--- config.mk ---
export PLATFORM = sky130hd
export DESIGN_NAME = ovl_space_decoder
export DESIGN_NICKNAME = d
export VERILOG_FILES = /design/src/rtl/ovl_dec_pkg.sv /design/src/rtl/ovl_dec_ctrl.sv /design/src/rtl/ovl_dec_dpath.sv /design/src/rtl/ovl_space_decoder.sv
export SDC_FILE = /design/constraint.sdc
export NUM_CORES = 2
export LEC_CHECK = 0
export BUFFER_PORTS_ARGS = -buffer_cell sky130_fd_sc_hd__buf_2
export CAP_MARGIN = 20
export CORE_ASPECT_RATIO = 2
export CORE_MARGIN = 2
export CORE_UTILIZATION = 40
export DETAILED_ROUTE_END_ITERATION = 6
export GPL_TIMING_DRIVEN = 0
export MAX_ROUTING_LAYER = met4
export PLACE_DENSITY_LB_ADDON = 0.25
export SLEW_MARGIN = 25
export SYNTH_ARGS = -nofsm -noshare
export SYNTH_HDL_FRONTEND = slang
export SYNTH_SLANG_ARGS = --single-unit
--- constraint.sdc ---
create_clock -name clk -period 2.2 [get_ports clk]
set_input_delay 0.11 -clock clk [delete_from_list [all_inputs] [get_ports clk]]
set_output_delay 0.11 -clock clk [all_outputs]
set_load 0.02 [all_outputs]
--- src/rtl/ovl_dec_pkg.sv ---
package ovl_dec_pkg;
  typedef struct packed {
    logic ramWr;
    logic ramRd;
    logic regWr;
    logic regRd;
    logic regSel;
    logic dropWr;
  } accessStrobes_t;
endpackage

--- src/rtl/ovl_dec_ctrl.sv ---
module ovl_dec_ctrl
  import ovl_dec_pkg::*;
#(
  parameter int ADDR_W = 8,
  parameter logic [2**(ADDR_W-1)-1:0] OCC_MASK = '1
) (
  input  logic              clk,
  input  logic              rstN,
  input  logic [ADDR_W-1:0] cpuAddr,
  input  logic              cpuRd,
  input  logic              cpuWr,
  input  logic              cpuIndirect,
  output accessStrobes_t    strobes
);
  localparam int OFS_W = ADDR_W - 1;

  logic upperHalf, toRegSpace, occupied;

  always_comb begin
    upperHalf  = cpuAddr[ADDR_W-1];
    toRegSpace = upperHalf & ~cpuIndirect;
    occupied   = OCC_MASK[cpuAddr[OFS_W-1:0]];
    strobes.ramWr  = cpuWr & ~toRegSpace;
    strobes.ramRd  = cpuRd & ~toRegSpace;
    strobes.regWr  = cpuWr & toRegSpace & occupied;
    strobes.regRd  = cpuRd & toRegSpace & occupied;
    strobes.regSel = cpuRd & toRegSpace;
    strobes.dropWr = cpuWr & toRegSpace & ~occupied;
  end


  one_write_target_chk: assert property (@(posedge clk) disable iff (!rstN)
    !(strobes.ramWr && strobes.regWr));

  lower_never_reg_chk: assert property (@(posedge clk) disable iff (!rstN)
    !cpuAddr[ADDR_W-1] |-> !strobes.regRd && !strobes.regWr);

  indirect_never_reg_chk: assert property (@(posedge clk) disable iff (!rstN)
    cpuIndirect |-> !strobes.regRd && !strobes.regWr);
endmodule

--- src/rtl/ovl_dec_dpath.sv ---
module ovl_dec_dpath
  import ovl_dec_pkg::*;
#(
  parameter int ADDR_W = 8,
  parameter int DATA_W = 8,
  parameter logic [DATA_W-1:0] FILL_VALUE = '0
) (
  input  logic              clk,
  input  logic              rstN,
  input  accessStrobes_t    strobes,
  input  logic [ADDR_W-1:0] cpuAddr,
  input  logic [DATA_W-1:0] cpuWrData,
  input  logic [DATA_W-1:0] regRdData,
  output logic [DATA_W-1:0] cpuRdData,
  output logic              dropWr
);
  localparam int DEPTH = 2 ** ADDR_W;

  logic [DATA_W-1:0] ramArr [DEPTH];

  always_ff @(posedge clk) begin
    if (strobes.ramWr) ramArr[cpuAddr] <= cpuWrData;
  end

  always_ff @(posedge clk) begin
    if (!rstN) begin
      cpuRdData <= '0;
      dropWr    <= 1'b0;
    end else begin
      dropWr <= strobes.dropWr;
      if (strobes.ramRd)
        cpuRdData <= ramArr[cpuAddr];
      else if (strobes.regSel)
        cpuRdData <= strobes.regRd ? regRdData : FILL_VALUE;
    end
  end

  logic pastValid;
  always_ff @(posedge clk) begin
    if (!rstN) pastValid <= 1'b0;
    else       pastValid <= 1'b1;
  end


  hold_without_read_chk: assert property (@(posedge clk) disable iff (!rstN)
    pastValid && !$past(strobes.ramRd || strobes.regSel) |-> $stable(cpuRdData));

  drop_flag_follows_chk: assert property (@(posedge clk) disable iff (!rstN)
    pastValid |-> dropWr == $past(strobes.dropWr));

  empty_read_fill_chk: assert property (@(posedge clk) disable iff (!rstN)
    strobes.regSel && !strobes.regRd |=> cpuRdData == FILL_VALUE);
endmodule

--- src/rtl/ovl_space_decoder.sv ---
module ovl_space_decoder
  import ovl_dec_pkg::*;
#(
  parameter int ADDR_W = 8,
  parameter int DATA_W = 8,
  parameter logic [2**(ADDR_W-1)-1:0] OCC_MASK = '1,
  parameter logic [DATA_W-1:0] FILL_VALUE = '0
) (
  input  logic              clk,
  input  logic              rstN,
  input  logic [ADDR_W-1:0] cpuAddr,
  input  logic              cpuRd,
  input  logic              cpuWr,
  input  logic [DATA_W-1:0] cpuWrData,
  input  logic              cpuIndirect,
  output logic [DATA_W-1:0] cpuRdData,
  output logic              regRd,
  output logic              regWr,
  output logic [ADDR_W-2:0] regAddr,
  output logic [DATA_W-1:0] regWrData,
  input  logic [DATA_W-1:0] regRdData,
  output logic              dropWr
);
  accessStrobes_t strobes;

  ovl_dec_ctrl #(.ADDR_W(ADDR_W), .OCC_MASK(OCC_MASK)) u_ctrl (
    .clk(clk), .rstN(rstN), .cpuAddr(cpuAddr), .cpuRd(cpuRd),
    .cpuWr(cpuWr), .cpuIndirect(cpuIndirect), .strobes(strobes)
  );

  ovl_dec_dpath #(.ADDR_W(ADDR_W), .DATA_W(DATA_W), .FILL_VALUE(FILL_VALUE)) u_dpath (
    .clk(clk), .rstN(rstN), .strobes(strobes), .cpuAddr(cpuAddr),
    .cpuWrData(cpuWrData), .regRdData(regRdData), .cpuRdData(cpuRdData),
    .dropWr(dropWr)
  );

  assign regRd     = strobes.regRd;
  assign regWr     = strobes.regWr;
  assign regAddr   = cpuAddr[ADDR_W-2:0];
  assign regWrData = cpuWrData;
endmodule

==> flow_summary.json <==
{
  "critPathSlowestCell": "a22oi_1",
  "synthesis.nets": 3613,
  "cts-buffers-inserted": 174,
  "fin_ws_ns": -0.520,
  "drc": 0,
  "final.fill_count": 15800,
  "ys.flop_type": "edfxtp_1",
  "multi_input_area_um2": 18700,
  "wl_um": 237000,
  "io_buffers": 49,
  "antenna_found_initial": 1,
  "clock_path_buffers": 4,
  "grt_pass1_vias": 41000,
  "worst_path_dominant_cell_family": "compound AO/OA/AOI/OAI gates",
  "status": "finished with violations",
  "cp_max_fo": 1,
  "skew_ns": 0.0245,
  "syn2layout_area_growth_pct": 18.0,
  "place_congestion": 0.981,
  "initialDrtViolationCount": 3778,
  "die_area_um2": 201000,
  "synth.yosys.seq_area_share_pct": 78.3,
  "pwr_density_cell_nw_per_um2": 855,
  "place_inst": 6226,
  "critPathKind": "flop to flop",
  "grt_pass1_wl_um": 324000,
  "ys_warn_count": 0,
  "cts_tree": "done",
  "cts_root_buf": "clkbuf_16",
  "vdd_drop_max_mv": 0.934,
  "synthCells": 3584,
  "slew_violations": 0,
  "synth_area_um2": 78700,
  "grtUsageTotal_pct": 24.2,
  "synth_top_area_share_pct": 78.1,
  "clk_pin_slew_ns": 0.07,
  "leakage_nw": 27.8,
  "syn_area_per_cell_um2": 22.0,
  "core_um2": 196000,
  "hp-class": "primary input to flop",
  "fmax_mhz": 368,
  "insertion_delay_ns": 0.81,
  "tightest_slew_ns": 1.11,
  "path_cells": "mux4_2 -> a22oi_1 -> a21oi_1 -> o41ai_2 -> a41oi_2 -> o221a_1",
  "fin_crit_ns": 2.72,
  "slew_headroom_pct": 25.9,
  "grt_max_degree": 117,
  "hold_violations": 0,
  "critPathArrivalTime_ns": 3.42,
  "dr.pass1.iters": 5,
  "initial_utilization_pct": 40.2,
  "ant_nets": 0,
  "tns_ns": -8.12,
  "crit_path_max_incr_delay_ns": 0.52,
  "ys_top_cells_by_area": "edfxtp_1 (78%), mux4_2 (15%), a22oi_1 (2.4%), nor2_1 (1.1%), a21oi_1 (0.81%)",
  "start_kind": "flop",
  "drive_gt1_share_pct": 37.4,
  "cts_sinks": 2056,
  "post-route-period-util_pct": 124,
  "endpoint_kind": "flop",
  "synth_cell_types": 24,
  "die_w_um": 318,
  "yosysMostFrequentCell": "edfxtp_1",
  "worst_hold_slack_ns": 0.00999,
  "drv_cap": 0,
  "ios": 55,
  "grt_setup_unrepaired": "true",
  "dpl.hpwl_um": 167000,
  "yosys.area.top_type": "edfxtp_1",
  "required_ns": 2.90,
  "seq_area_um2": 61700,
  "dr_total_vias": 38700,
  "fin_cells": 6589,
  "final_util_pct": 47.4,
  "ys_ff_latch": 2056,
  "via_per_inst": 5.87,
  "die_height_um": 631,
  "grt_overflow_total": 0,
  "htree_levels": 4,
  "wl_per_cell_um": 35.9,
  "synth_common_cells": "edfxtp_1 (2048), mux4_2 (512), a22oi_1 (256), nor2_1 (240), clkbuf_1 (153)",
  "setup_violations": 174,
  "violations": "setup timing",
  "timing.critical_path.buf_inv": 0,
  "synthArstFlopShare_pct": 0,
  "rows": 230,
  "final_net_count": 3933,
  "synth-edff-count": 2048
}
[layout by cell type, fill, tap and decap left out, types with 5 or more instances in the layout]
cell	count
clkinvlp_4	10
clkbuf_4	14
edfxtp_1	2048
o221a_1	8
a21oi_1	55
buf_2	58
o41ai_2	14
buf_12	26
a22oi_2	95
buf_4	54
nor2b_1	7
a21oi_4	8
o41ai_4	16
dlygate4sd3_1	24
clkinv_1	38
buf_16	31
nor2_4	133
clkbuf_2	53
a21oi_2	65
buf_6	27
a22oi_1	161
buf_1	5
nand3_4	12
nor3_4	5
nor2_1	30
clkinv_2	25
clkbuf_16	179
clkbuf_8	13
nand2_1	29
nand2_2	6
nand2b_1	6
buf_8	15
dfxtp_1	8
nor2_2	77
nor3_2	12
bufinv_16	22
clkbuf_1	94
a41oi_2	7
inv_6	6
mux4_2	512
[worst paths after layout]
path / from / to / slack (ns) / depth (start not counted)
worst max-delay path: u_dpath.ramArr[10][3]$_DFFE_PP_ / u_dpath.cpuRdData[3]$_SDFFE_PN0P_ / -0.52 / 6
worst min-delay path: cpuAddr[2] / u_dpath.ramArr[113][6]$_DFFE_PP_ / 0.01 / 3
worst max register to register: u_dpath.ramArr[10][3]$_DFFE_PP_ / u_dpath.cpuRdData[3]$_SDFFE_PN0P_ / -0.52 / 6
worst min register to register: u_dpath.cpuRdData[5]$_SDFFE_PN0P_ / u_dpath.cpuRdData[5]$_SDFFE_PN0P_ / 0.54 / 1
[cell type report]
type	count	area share (%)
well taps	2552	3.44
plain buffers	246	1.98
multi-input cells	1281	20.1
diodes	1	0.00269
clock inverters	104	1.17
clock buffers	204	4.85
repair buffers	145	2.06
flip-flops and latches	2056	66.4
[metrics by stage]
step	power, mW	cell area, um^2	worst slack (ns)
floorplan	46.1	79300	-0.0568
finish	79.4	92900	-0.520
CTS	79.7	92200	-0.471
detailed placement	48.4	83800	-3.06
global route	81.2	92900	-0.462
global placement	48.3	82700	-3.87
[worst register-to-register path, stage by stage, from the launching register on]
cell and delay [ns]:
edfxtp_1 0.37, mux4_2 0.47, a22oi_1 0.52, a21oi_1 0.18, o41ai_2 0.50, a41oi_2 0.29
o221a_1 0.28
[where the power goes]
part,total (mW),switching (mW),internal (mW)
Combinational,4.90,3.26,1.63
Sequential,43.1,0.0218,43.1
Clock,31.4,14.1,17.3
Total,79.4,17.4,62.0
[registers in the layout, indices dropped and copies added (netlist names)]
| register | count |
|---|---|
| u_dpath.ramArr | 2048 |
| u_dpath.cpuRdData | 8 |
[cells by family (layout without fill, tap and decap cells)]
family,after synthesis,in the layout,synth area share [%]
flops,2056,2056,78.3
compound gates,432,432,3.81
simple gates,336,336,1.75
buf+inv,247,699,1.46
mux,512,512,14.6
other cells,1,2,0.00476
[routing by layer]
metal / routed length (um) / vias up / global-route usage [%]
met1: 72400 / 20700 / 22.8
met2: 129000 / 1512 / 43.9
met3: 11200 / 642 / 3.17
li1: - / 15800 / -
met5: 0 / - / -
met4: 24500 / 0 / 19.4
[what timing repair did]
action,CTS,global route
hold endpoints to repair,602,88
endpoints found under the setup margin,2032,1063
cloned,0,3
setup buffers,8,15
pin swaps,56,71
hold buffers,29,1
gates resized for setup,562,119
(Power assumes the default switching activity.)
